===== src/rtl/txc_pkg.sv =====
package txc_pkg;

    typedef enum logic {
        SEL_OFF,
        SEL_ON
    } sel_state_t;

    typedef enum logic [1:0] {
        CELL_IDLE,
        CELL_BODY,
        CELL_DISCARD
    } cell_state_t;

endpackage


===== src/rtl/txc_regs.sv =====
module txc_regs #(
    parameter int         ADDR_W   = 5,
    parameter logic [7:0] ADDR_OFS = 8'h70,
    parameter logic [7:0] MODE_OFS = 8'h71
) (
    input  logic              clk,
    input  logic              rst_n,
    input  logic              cfg_wr,
    input  logic [7:0]        cfg_addr,
    input  logic [7:0]        cfg_wdata,
    output logic [7:0]        cfg_rdata,
    output logic [ADDR_W-1:0] my_addr,
    output logic              mode_single,
    output logic              mode_cell
);

    localparam int PAD_W = 8 - ADDR_W;

    always_ff @(posedge clk or negedge rst_n) begin
        if (!rst_n) begin
            my_addr     <= '0;
            mode_single <= 1'b0;
            mode_cell   <= 1'b0;
        end else if (cfg_wr) begin
            if (cfg_addr == ADDR_OFS) begin
                my_addr <= cfg_wdata[ADDR_W-1:0];
            end
            if (cfg_addr == MODE_OFS) begin
                mode_single <= cfg_wdata[0];
                mode_cell   <= cfg_wdata[1];
            end
        end
    end

    always_comb begin
        if (cfg_addr == ADDR_OFS) begin
            cfg_rdata = {{PAD_W{1'b0}}, my_addr};
        end else if (cfg_addr == MODE_OFS) begin
            cfg_rdata = {6'b0, mode_cell, mode_single};
        end else begin
            cfg_rdata = 8'h00;
        end
    end

endmodule


===== src/rtl/txc_select.sv =====
module txc_select
    import txc_pkg::*;
#(
    parameter int ADDR_W       = 5,
    parameter int FIFO_AW      = 7,
    parameter int CELL_BYTES   = 53,
    parameter int OCTET_MARGIN = 4,
    parameter int NULL_ADDR    = 31
) (
    input  logic               clk,
    input  logic               rst_n,
    input  logic               mode_single,
    input  logic               mode_cell,
    input  logic [ADDR_W-1:0]  my_addr,
    input  logic [ADDR_W-1:0]  bus_addr,
    input  logic               tx_wen,
    input  logic [FIFO_AW:0]   free,
    output logic               write_ok,
    output logic               cav,
    output logic               cav_oe
);

    localparam int PW = FIFO_AW + 1;

    sel_state_t sel_state, sel_next;
    logic       match;
    logic       room_ok;
    logic       oe_q;
    logic       cav_q;

    assign match = (bus_addr == my_addr) && (bus_addr != ADDR_W'(NULL_ADDR));

    always_comb begin
        if (mode_cell) begin
            room_ok = free >= PW'(CELL_BYTES);
        end else begin
            room_ok = free >= PW'(OCTET_MARGIN);
        end
    end

    // state register
    always_ff @(posedge clk or negedge rst_n) begin
        if (!rst_n) begin
            sel_state <= SEL_OFF;
        end else begin
            sel_state <= sel_next;
        end
    end

    // transitions: address is sampled only while the write enable is low
    always_comb begin
        sel_next = sel_state;
        unique case (sel_state)
            SEL_OFF: if (!tx_wen && match)  sel_next = SEL_ON;
            SEL_ON:  if (!tx_wen && !match) sel_next = SEL_OFF;
        endcase
    end

    // poll response registers
    always_ff @(posedge clk or negedge rst_n) begin
        if (!rst_n) begin
            oe_q  <= 1'b0;
            cav_q <= 1'b0;
        end else begin
            oe_q  <= mode_single || match;
            cav_q <= (mode_single || match) && room_ok;
        end
    end

    // outputs
    always_comb begin
        write_ok = mode_single || (sel_state == SEL_ON);
        cav_oe   = oe_q;
        cav      = cav_q;
    end

endmodule


===== src/rtl/txc_cellfsm.sv =====
module txc_cellfsm
    import txc_pkg::*;
#(
    parameter int CELL_BYTES = 53
) (
    input  logic clk,
    input  logic rst_n,
    input  logic accept,
    input  logic soc,
    input  logic full_now,
    input  logic full_sealed,
    output logic push,
    output logic rewind,
    output logic drop,
    output logic seal
);

    localparam int CW = $clog2(CELL_BYTES);
    localparam logic [CW-1:0] LAST = CW'(CELL_BYTES - 1);

    cell_state_t state, state_next;
    logic [CW-1:0] cnt;

    // state register
    always_ff @(posedge clk or negedge rst_n) begin
        if (!rst_n) begin
            state <= CELL_IDLE;
        end else begin
            state <= state_next;
        end
    end

    always_ff @(posedge clk or negedge rst_n) begin
        if (!rst_n) begin
            cnt <= '0;
        end else if (push) begin
            cnt <= rewind ? CW'(1) : cnt + CW'(1);
        end
    end

    // transitions
    always_comb begin
        state_next = state;
        unique case (state)
            CELL_IDLE, CELL_DISCARD: begin
                if (accept && soc) begin
                    state_next = full_sealed ? CELL_DISCARD : CELL_BODY;
                end
            end
            CELL_BODY: begin
                if (accept && soc) begin
                    state_next = full_sealed ? CELL_DISCARD : CELL_BODY;
                end else if (accept) begin
                    if (full_now) begin
                        state_next = CELL_DISCARD;
                    end else if (cnt == LAST) begin
                        state_next = CELL_IDLE;
                    end
                end
            end
            default: state_next = CELL_IDLE;
        endcase
    end

    // outputs to the FIFO
    always_comb begin
        push   = 1'b0;
        rewind = 1'b0;
        drop   = 1'b0;
        seal   = 1'b0;
        if (accept) begin
            if (soc) begin
                if (full_sealed) begin
                    drop = 1'b1;
                end else begin
                    push   = 1'b1;
                    rewind = 1'b1;
                end
            end else if (state == CELL_BODY) begin
                if (full_now) begin
                    drop = 1'b1;
                end else begin
                    push = 1'b1;
                    seal = (cnt == LAST);
                end
            end
        end
    end

endmodule


===== src/rtl/txc_fifo.sv =====
module txc_fifo #(
    parameter int AW = 7,
    parameter int DW = 8
) (
    input  logic          clk,
    input  logic          rst_n,
    input  logic          push,
    input  logic          rewind,
    input  logic          drop,
    input  logic          seal,
    input  logic [DW-1:0] wdata,
    input  logic          pop,
    output logic [DW-1:0] rdata,
    output logic          avail,
    output logic [AW:0]   free,
    output logic [AW:0]   used,
    output logic          full_now,
    output logic          full_sealed
);

    localparam int PW    = AW + 1;
    localparam int DEPTH = 1 << AW;
    localparam logic [PW-1:0] DEPTH_P = PW'(DEPTH);

    logic [DW-1:0] mem [DEPTH];
    logic [PW-1:0] wr_ptr;
    logic [PW-1:0] seal_ptr;
    logic [PW-1:0] rd_ptr;
    logic [PW-1:0] wbase;
    logic [PW-1:0] sealed_used;

    assign wbase = rewind ? seal_ptr : wr_ptr;

    always_ff @(posedge clk) begin
        if (push) begin
            mem[wbase[AW-1:0]] <= wdata;
        end
    end

    always_ff @(posedge clk or negedge rst_n) begin
        if (!rst_n) begin
            wr_ptr   <= '0;
            seal_ptr <= '0;
            rd_ptr   <= '0;
        end else begin
            if (push) begin
                wr_ptr <= wbase + PW'(1);
                if (seal) begin
                    seal_ptr <= wbase + PW'(1);
                end
            end else if (drop) begin
                wr_ptr <= seal_ptr;
            end
            if (pop && avail) begin
                rd_ptr <= rd_ptr + PW'(1);
            end
        end
    end

    always_comb begin
        used        = wr_ptr - rd_ptr;
        sealed_used = seal_ptr - rd_ptr;
        free        = DEPTH_P - used;
        full_now    = (used == DEPTH_P);
        full_sealed = (sealed_used == DEPTH_P);
        avail       = (rd_ptr != seal_ptr);
        rdata       = mem[rd_ptr[AW-1:0]];
    end

endmodule


===== src/rtl/txc_port.sv =====
module txc_port #(
    parameter int ADDR_W       = 5,
    parameter int FIFO_AW      = 7,
    parameter int CELL_BYTES   = 53,
    parameter int OCTET_MARGIN = 4,
    parameter int NULL_ADDR    = 31
) (
    input  logic              clk,
    input  logic              rst_n,
    input  logic              cfg_wr,
    input  logic [7:0]        cfg_addr,
    input  logic [7:0]        cfg_wdata,
    output logic [7:0]        cfg_rdata,
    input  logic [ADDR_W-1:0] bus_addr,
    input  logic              tx_wen,
    input  logic              tx_soc,
    input  logic [7:0]        tx_data,
    output logic              cav,
    output logic              cav_oe,
    input  logic              line_rd,
    output logic [7:0]        line_data,
    output logic              line_avail
);

    logic [ADDR_W-1:0] my_addr;
    logic              mode_single;
    logic              mode_cell;
    logic              write_ok;
    logic              accept;
    logic              fifo_push;
    logic              fifo_rewind;
    logic              fifo_drop;
    logic              fifo_seal;
    logic              full_now;
    logic              full_sealed;
    logic [FIFO_AW:0]  fifo_free;
    logic [FIFO_AW:0]  fifo_used;

    assign accept = tx_wen && write_ok;

    txc_regs #(
        .ADDR_W (ADDR_W)
    ) i_regs (
        .clk         (clk),
        .rst_n       (rst_n),
        .cfg_wr      (cfg_wr),
        .cfg_addr    (cfg_addr),
        .cfg_wdata   (cfg_wdata),
        .cfg_rdata   (cfg_rdata),
        .my_addr     (my_addr),
        .mode_single (mode_single),
        .mode_cell   (mode_cell)
    );

    txc_select #(
        .ADDR_W       (ADDR_W),
        .FIFO_AW      (FIFO_AW),
        .CELL_BYTES   (CELL_BYTES),
        .OCTET_MARGIN (OCTET_MARGIN),
        .NULL_ADDR    (NULL_ADDR)
    ) i_select (
        .clk         (clk),
        .rst_n       (rst_n),
        .mode_single (mode_single),
        .mode_cell   (mode_cell),
        .my_addr     (my_addr),
        .bus_addr    (bus_addr),
        .tx_wen      (tx_wen),
        .free        (fifo_free),
        .write_ok    (write_ok),
        .cav         (cav),
        .cav_oe      (cav_oe)
    );

    txc_cellfsm #(
        .CELL_BYTES (CELL_BYTES)
    ) i_cellfsm (
        .clk         (clk),
        .rst_n       (rst_n),
        .accept      (accept),
        .soc         (tx_soc),
        .full_now    (full_now),
        .full_sealed (full_sealed),
        .push        (fifo_push),
        .rewind      (fifo_rewind),
        .drop        (fifo_drop),
        .seal        (fifo_seal)
    );

    txc_fifo #(
        .AW (FIFO_AW),
        .DW (8)
    ) i_fifo (
        .clk         (clk),
        .rst_n       (rst_n),
        .push        (fifo_push),
        .rewind      (fifo_rewind),
        .drop        (fifo_drop),
        .seal        (fifo_seal),
        .wdata       (tx_data),
        .pop         (line_rd),
        .rdata       (line_data),
        .avail       (line_avail),
        .free        (fifo_free),
        .used        (fifo_used),
        .full_now    (full_now),
        .full_sealed (full_sealed)
    );

endmodule


===== config.mk =====
export PLATFORM = sky130hd
export DESIGN_NAME = txc_port
export DESIGN_NICKNAME = d
export VERILOG_FILES = /design/src/rtl/txc_pkg.sv /design/src/rtl/txc_regs.sv /design/src/rtl/txc_select.sv /design/src/rtl/txc_cellfsm.sv /design/src/rtl/txc_fifo.sv /design/src/rtl/txc_port.sv
export SDC_FILE = /design/constraint.sdc
export NUM_CORES = 1
export LEC_CHECK = 0
export ABC_AREA = 1
export BUFFER_PORTS_ARGS = -buffer_cell sky130_fd_sc_hd__buf_2
export CORE_MARGIN = 1
export CORE_UTILIZATION = 57
export CTS_CLUSTER_SIZE = 14
export DETAILED_ROUTE_END_ITERATION = 8
export PLACE_DENSITY = 0.76
export SLEW_MARGIN = 10
export SYNTH_ARGS = -nofsm -noshare
export SYNTH_HDL_FRONTEND = slang
export SYNTH_SLANG_ARGS = --single-unit

===== constraint.sdc =====
create_clock -name clk -period 3.8 [get_ports clk]
set_input_delay 0.19 -clock clk [delete_from_list [all_inputs] [get_ports clk]]
set_output_delay 0.19 -clock clk [all_outputs]
set_load 0.005 [all_outputs]

==> results.py <==
metrics = {
    "route": {
        "postRouteAntennaNets": 0,
        "num_vias": 29900,
        "first_pass_iters": 7,
        "wl_per_cell_um": 24.5,
        "wl_um": 115000,
        "routed_via_density": 6.35,
        "drc": 0,
        "drtIter0Drc": 4163,
    },
    "worst_setup_path": {
        "cp_data_arrival_time_ns": 3.54,
        "crit_type": "flip-flop to output port",
        "path_max_fanout": 36,
        "worstSetupStartpoint": "i_fifo.rd_ptr[0]$_DFFE_PN0P_",
        "cp-start-kind": "flip-flop",
        "r2r-end": "i_fifo.mem[24][4]$_DFFE_PP_",
        "r2r_cells": 17,
        "r2r_start": "i_fifo.rd_ptr[0]$_DFFE_PN0P_",
        "reg2reg_slack_ns": 0.19,
        "cp-endpoint": "line_data[4]",
        "cp-end-kind": "output port",
        "critical_path_required_ns": 3.61,
    },
    "logic_synthesis": {
        "netlist_area_um2": 43300,
        "yosysTopAreaCellShare_pct": 70.9,
        "synth_area_leaders": "edfxtp_1, o21ai_0, nor2_1",
        "yosys_warnings": 0,
        "synthArstFlopShare_pct": 3.94,
        "synth_most_common_cell": "edfxtp_1",
        "avgSynthCellArea_um2": 12.5,
        "seq_area_frac_synth_pct": 73.4,
        "yosys.area.top_type": "edfxtp_1",
        "synth_edf_count": 1024,
        "synth_top_cells_by_count": "edfxtp_1, nor2_1, o21ai_0",
        "synth_cells": 3464,
        "ys.flop_type": "edfxtp_1",
        "ys_ff_latch": 1066,
        "synth.distinct_cells": 48,
    },
    "sta": {
        "worstMarginPinSlew_ns": 1.22,
        "post-route-period-util_pct": 98.2,
        "relSlewSlack_pct": 18.3,
        "min_period_ns": 3.73,
        "rsz0062_at_grt": "true",
        "finClkSkew_ns": 0.0358,
        "clock.fmax_mhz": 268,
        "setup_violations": 0,
        "hold_viol": 0,
        "drv_slew": 0,
    },
    "layout": {
        "drive_above_1_share_pct": 13.8,
        "synthToLayoutAreaGrowth_pct": 15.4,
        "fin_util_pct": 66.8,
        "instances_no_fill": 4715,
        "nNetsFinal": 3713,
    },
    "power_and_ir_drop": {
        "intPower_uw": 21900,
        "swShare_pct": 33.2,
        "p_clk_share_pct": 32.0,
        "seqPwrFrac_pct": 40.2,
        "vdd.ir_drop.worst_mv": 0.546,
        "switchingPower_uw": 10900,
        "p_leak_uw": 0.0169,
        "power.density_nw_per_um2": 655,
        "power_uw": 32800,
        "pwr-share-comb_pct": 27.8,
    },
    "run": {
        "cap_violations": 0,
    },
    "die": {
        "initial_core_util_pct": 57.9,
        "core-area_um2": 74800,
        "dieArea_um2": 77100,
        "die_x_um": 278,
        "placementRows": 100,
        "ioPinCount": 54,
        "die_h_um": 278,
    },
    "global_routing": {
        "grt_overflow_total": 0,
        "grt_max_degree": 159,
        "grt_pass1_wl_um": 172000,
        "grt_antenna_before_repair": 2,
        "grt_pass1_vias": 29000,
        "grtUsageTotal_pct": 29.5,
    },
    "clocking": {
        "cts_buffers": 104,
        "clock_sinks": 1066,
        "insertion_delay_ns": 0.67,
        "cts_root_buf": "clkbuf_16",
        "clk_path_buf_depth": 3,
        "clk_pin_slew_worst_paths_ns": 0.06,
        "h-tree-depth": 3,
        "cts_tree": "done",
    },
    "placement": {
        "placed_cells": 4488,
        "place_congestion": 0.885,
        "port_buffers": 47,
        "hpwlAfterDp_um": 64000,
    },
    "status": {
        "outcome": "completed",
    },
    "worst_hold_path": {
        "hold_path_class": "input pin to flip-flop",
    },
}
[power groups by stage]
stage                     Combinational [uW]  Clock (uW)  Sequential [uW]
final                                   9100       10500            13200
after global routing                    9650       10900            13200
after CTS                               8700       10500            13200
after detailed placement                8420           0            13500
after global placement                  8240           0            13500
after floorplan                         5030           0            13400
[cells by family (layout without fill, tap and decap cells)]
group	after synthesis	in the layout	share of synthesized area (%)
and+or+nand+nor	1159	1159	11.0
xor gates and xnor gates	19	19	0.384
adders and majority gates	19	19	0.566
other	1	4	0.00865
muxes	1	1	0.0260
buffers and inverters	300	579	2.69
DFF	1066	1066	73.4
AOI/OAI and AO/OA	899	899	12.0
[flip-flops by register name, summed over array words and instances, names as in the netlist, 2 cells and up, named ones only]
register         flops
i_fifo.rd_ptr        8
i_fifo.mem        1024
i_cellfsm.state      2
i_fifo.wr_ptr        8
i_fifo.seal_ptr      8
i_regs.my_addr       5
i_cellfsm.cnt        6
[repair_timing]
action                                  CTS  global route
pin swaps                                 1             4
hold endpoints to repair                 56             0
endpoints found under the setup margin  264           517
hold buffers                             16             0
setup buffers                             4             7
gates resized for setup                  22            19
gates cloned                              6             2
[metal layers]
metal  track usage, %  part of all wire [%]  up-vias  wire, um
met5                0                     0        -         0
met4             12.4                   4.2        0      4870
met3             5.90                    11      333     12500
met1             39.8                    38    14600     43400
li1                 -                     -    13200         -
met2             47.2                    47     1835     54500
[final cells by class]
cell class | count | area (um2)
Clock inverter | 72 | 777
Clock buffer | 120 | 2680
Inverter | 74 | 299
Multi-Input combinational cell | 2100 | 10400
Timing Repair Buffer | 312 | 2770
Antenna cell | 1 | 2.50
Fill cell | 5039 | 24800
Timing Repair inverter | 1 | 8.76
Sequential cell | 1066 | 31800
Tap cell | 969 | 1210
[worst max-delay path, cell delays in order (launching register included)]
cell and delay (ns):
dfrtp_4 0.51, buf_16 0.19, inv_16 0.13, buf_4 0.17, buf_12 0.19, o21ai_0 0.10
o221ai_1 0.29, nand3_1 0.24, nand3_1 0.11, o21ai_0 0.09, buf_4 0.17, a21oi_1 0.12
buf_4 0.15, o21ai_0 0.16, inv_1 0.08, buf_2 0.10
[metrics by stage]
| stage | cell area (um2) | setup WS, ns | TNS, ns | hold slack (ns) |
|---|---|---|---|---|
| floorplan | 43400 | -0.103 | -1.65 | -0.106 |
| global placement | 45900 | -0.0272 | -2.62 | 0.385 |
| global route | 50000 | -0.0455 | -0.0455 | 0.0603 |
| finish | 50000 | 0.0667 | 0 | 0.0499 |
| CTS | 49800 | 0.0354 | 0 | 0.0241 |
| detailed placement | 45900 | -0.0519 | -6.06 | 0.394 |
[layout by cell type, fill, tap and decap left out, drive strengths merged, types with 2 or more instances in the layout]
| cell type | instances |
|---|---|
| o221ai | 100 |
| nand2 | 284 |
| edfxtp | 1024 |
| nand3b | 4 |
| clkinvlp | 5 |
| o2111ai | 2 |
| xor2 | 13 |
| nand3 | 138 |
| o22ai | 158 |
| nand4 | 24 |
| buf | 289 |
| a21oi | 44 |
| bufbuf | 5 |
| a31oi | 5 |
| dlygate4sd3 | 16 |
| dfrtp | 42 |
| conb | 3 |
| ha | 18 |
| xnor2 | 6 |
| inv | 76 |
| clkinv | 51 |
| o211ai | 25 |
| o31ai | 2 |
| bufinv | 15 |
| nor2 | 697 |
| o21ai | 556 |
| nor4 | 3 |
| clkbuf | 122 |
| nor3 | 5 |
| a41oi | 2 |
| or2 | 3 |
[how the worst min path moves through the flow]
stage,start,end,slack (ns),cells past startpoint
final,cfg_wr,i_regs.my_addr[3]$_DFFE_PN0P_,0.05,3
after global routing,cfg_wr,i_regs.my_addr[2]$_DFFE_PN0P_,0.06,3
after CTS,cfg_wr,i_regs.my_addr[3]$_DFFE_PN0P_,0.02,3
after detailed placement,rst_n,i_cellfsm.cnt[2]$_DFFE_PN0P_,0.39,1
after global placement,rst_n,i_cellfsm.cnt[2]$_DFFE_PN0P_,0.38,1
after floorplan,rst_n,asynchronous set/reset pin,-0.11,0
No activity file was read; power rests on OpenSTA's default activity.
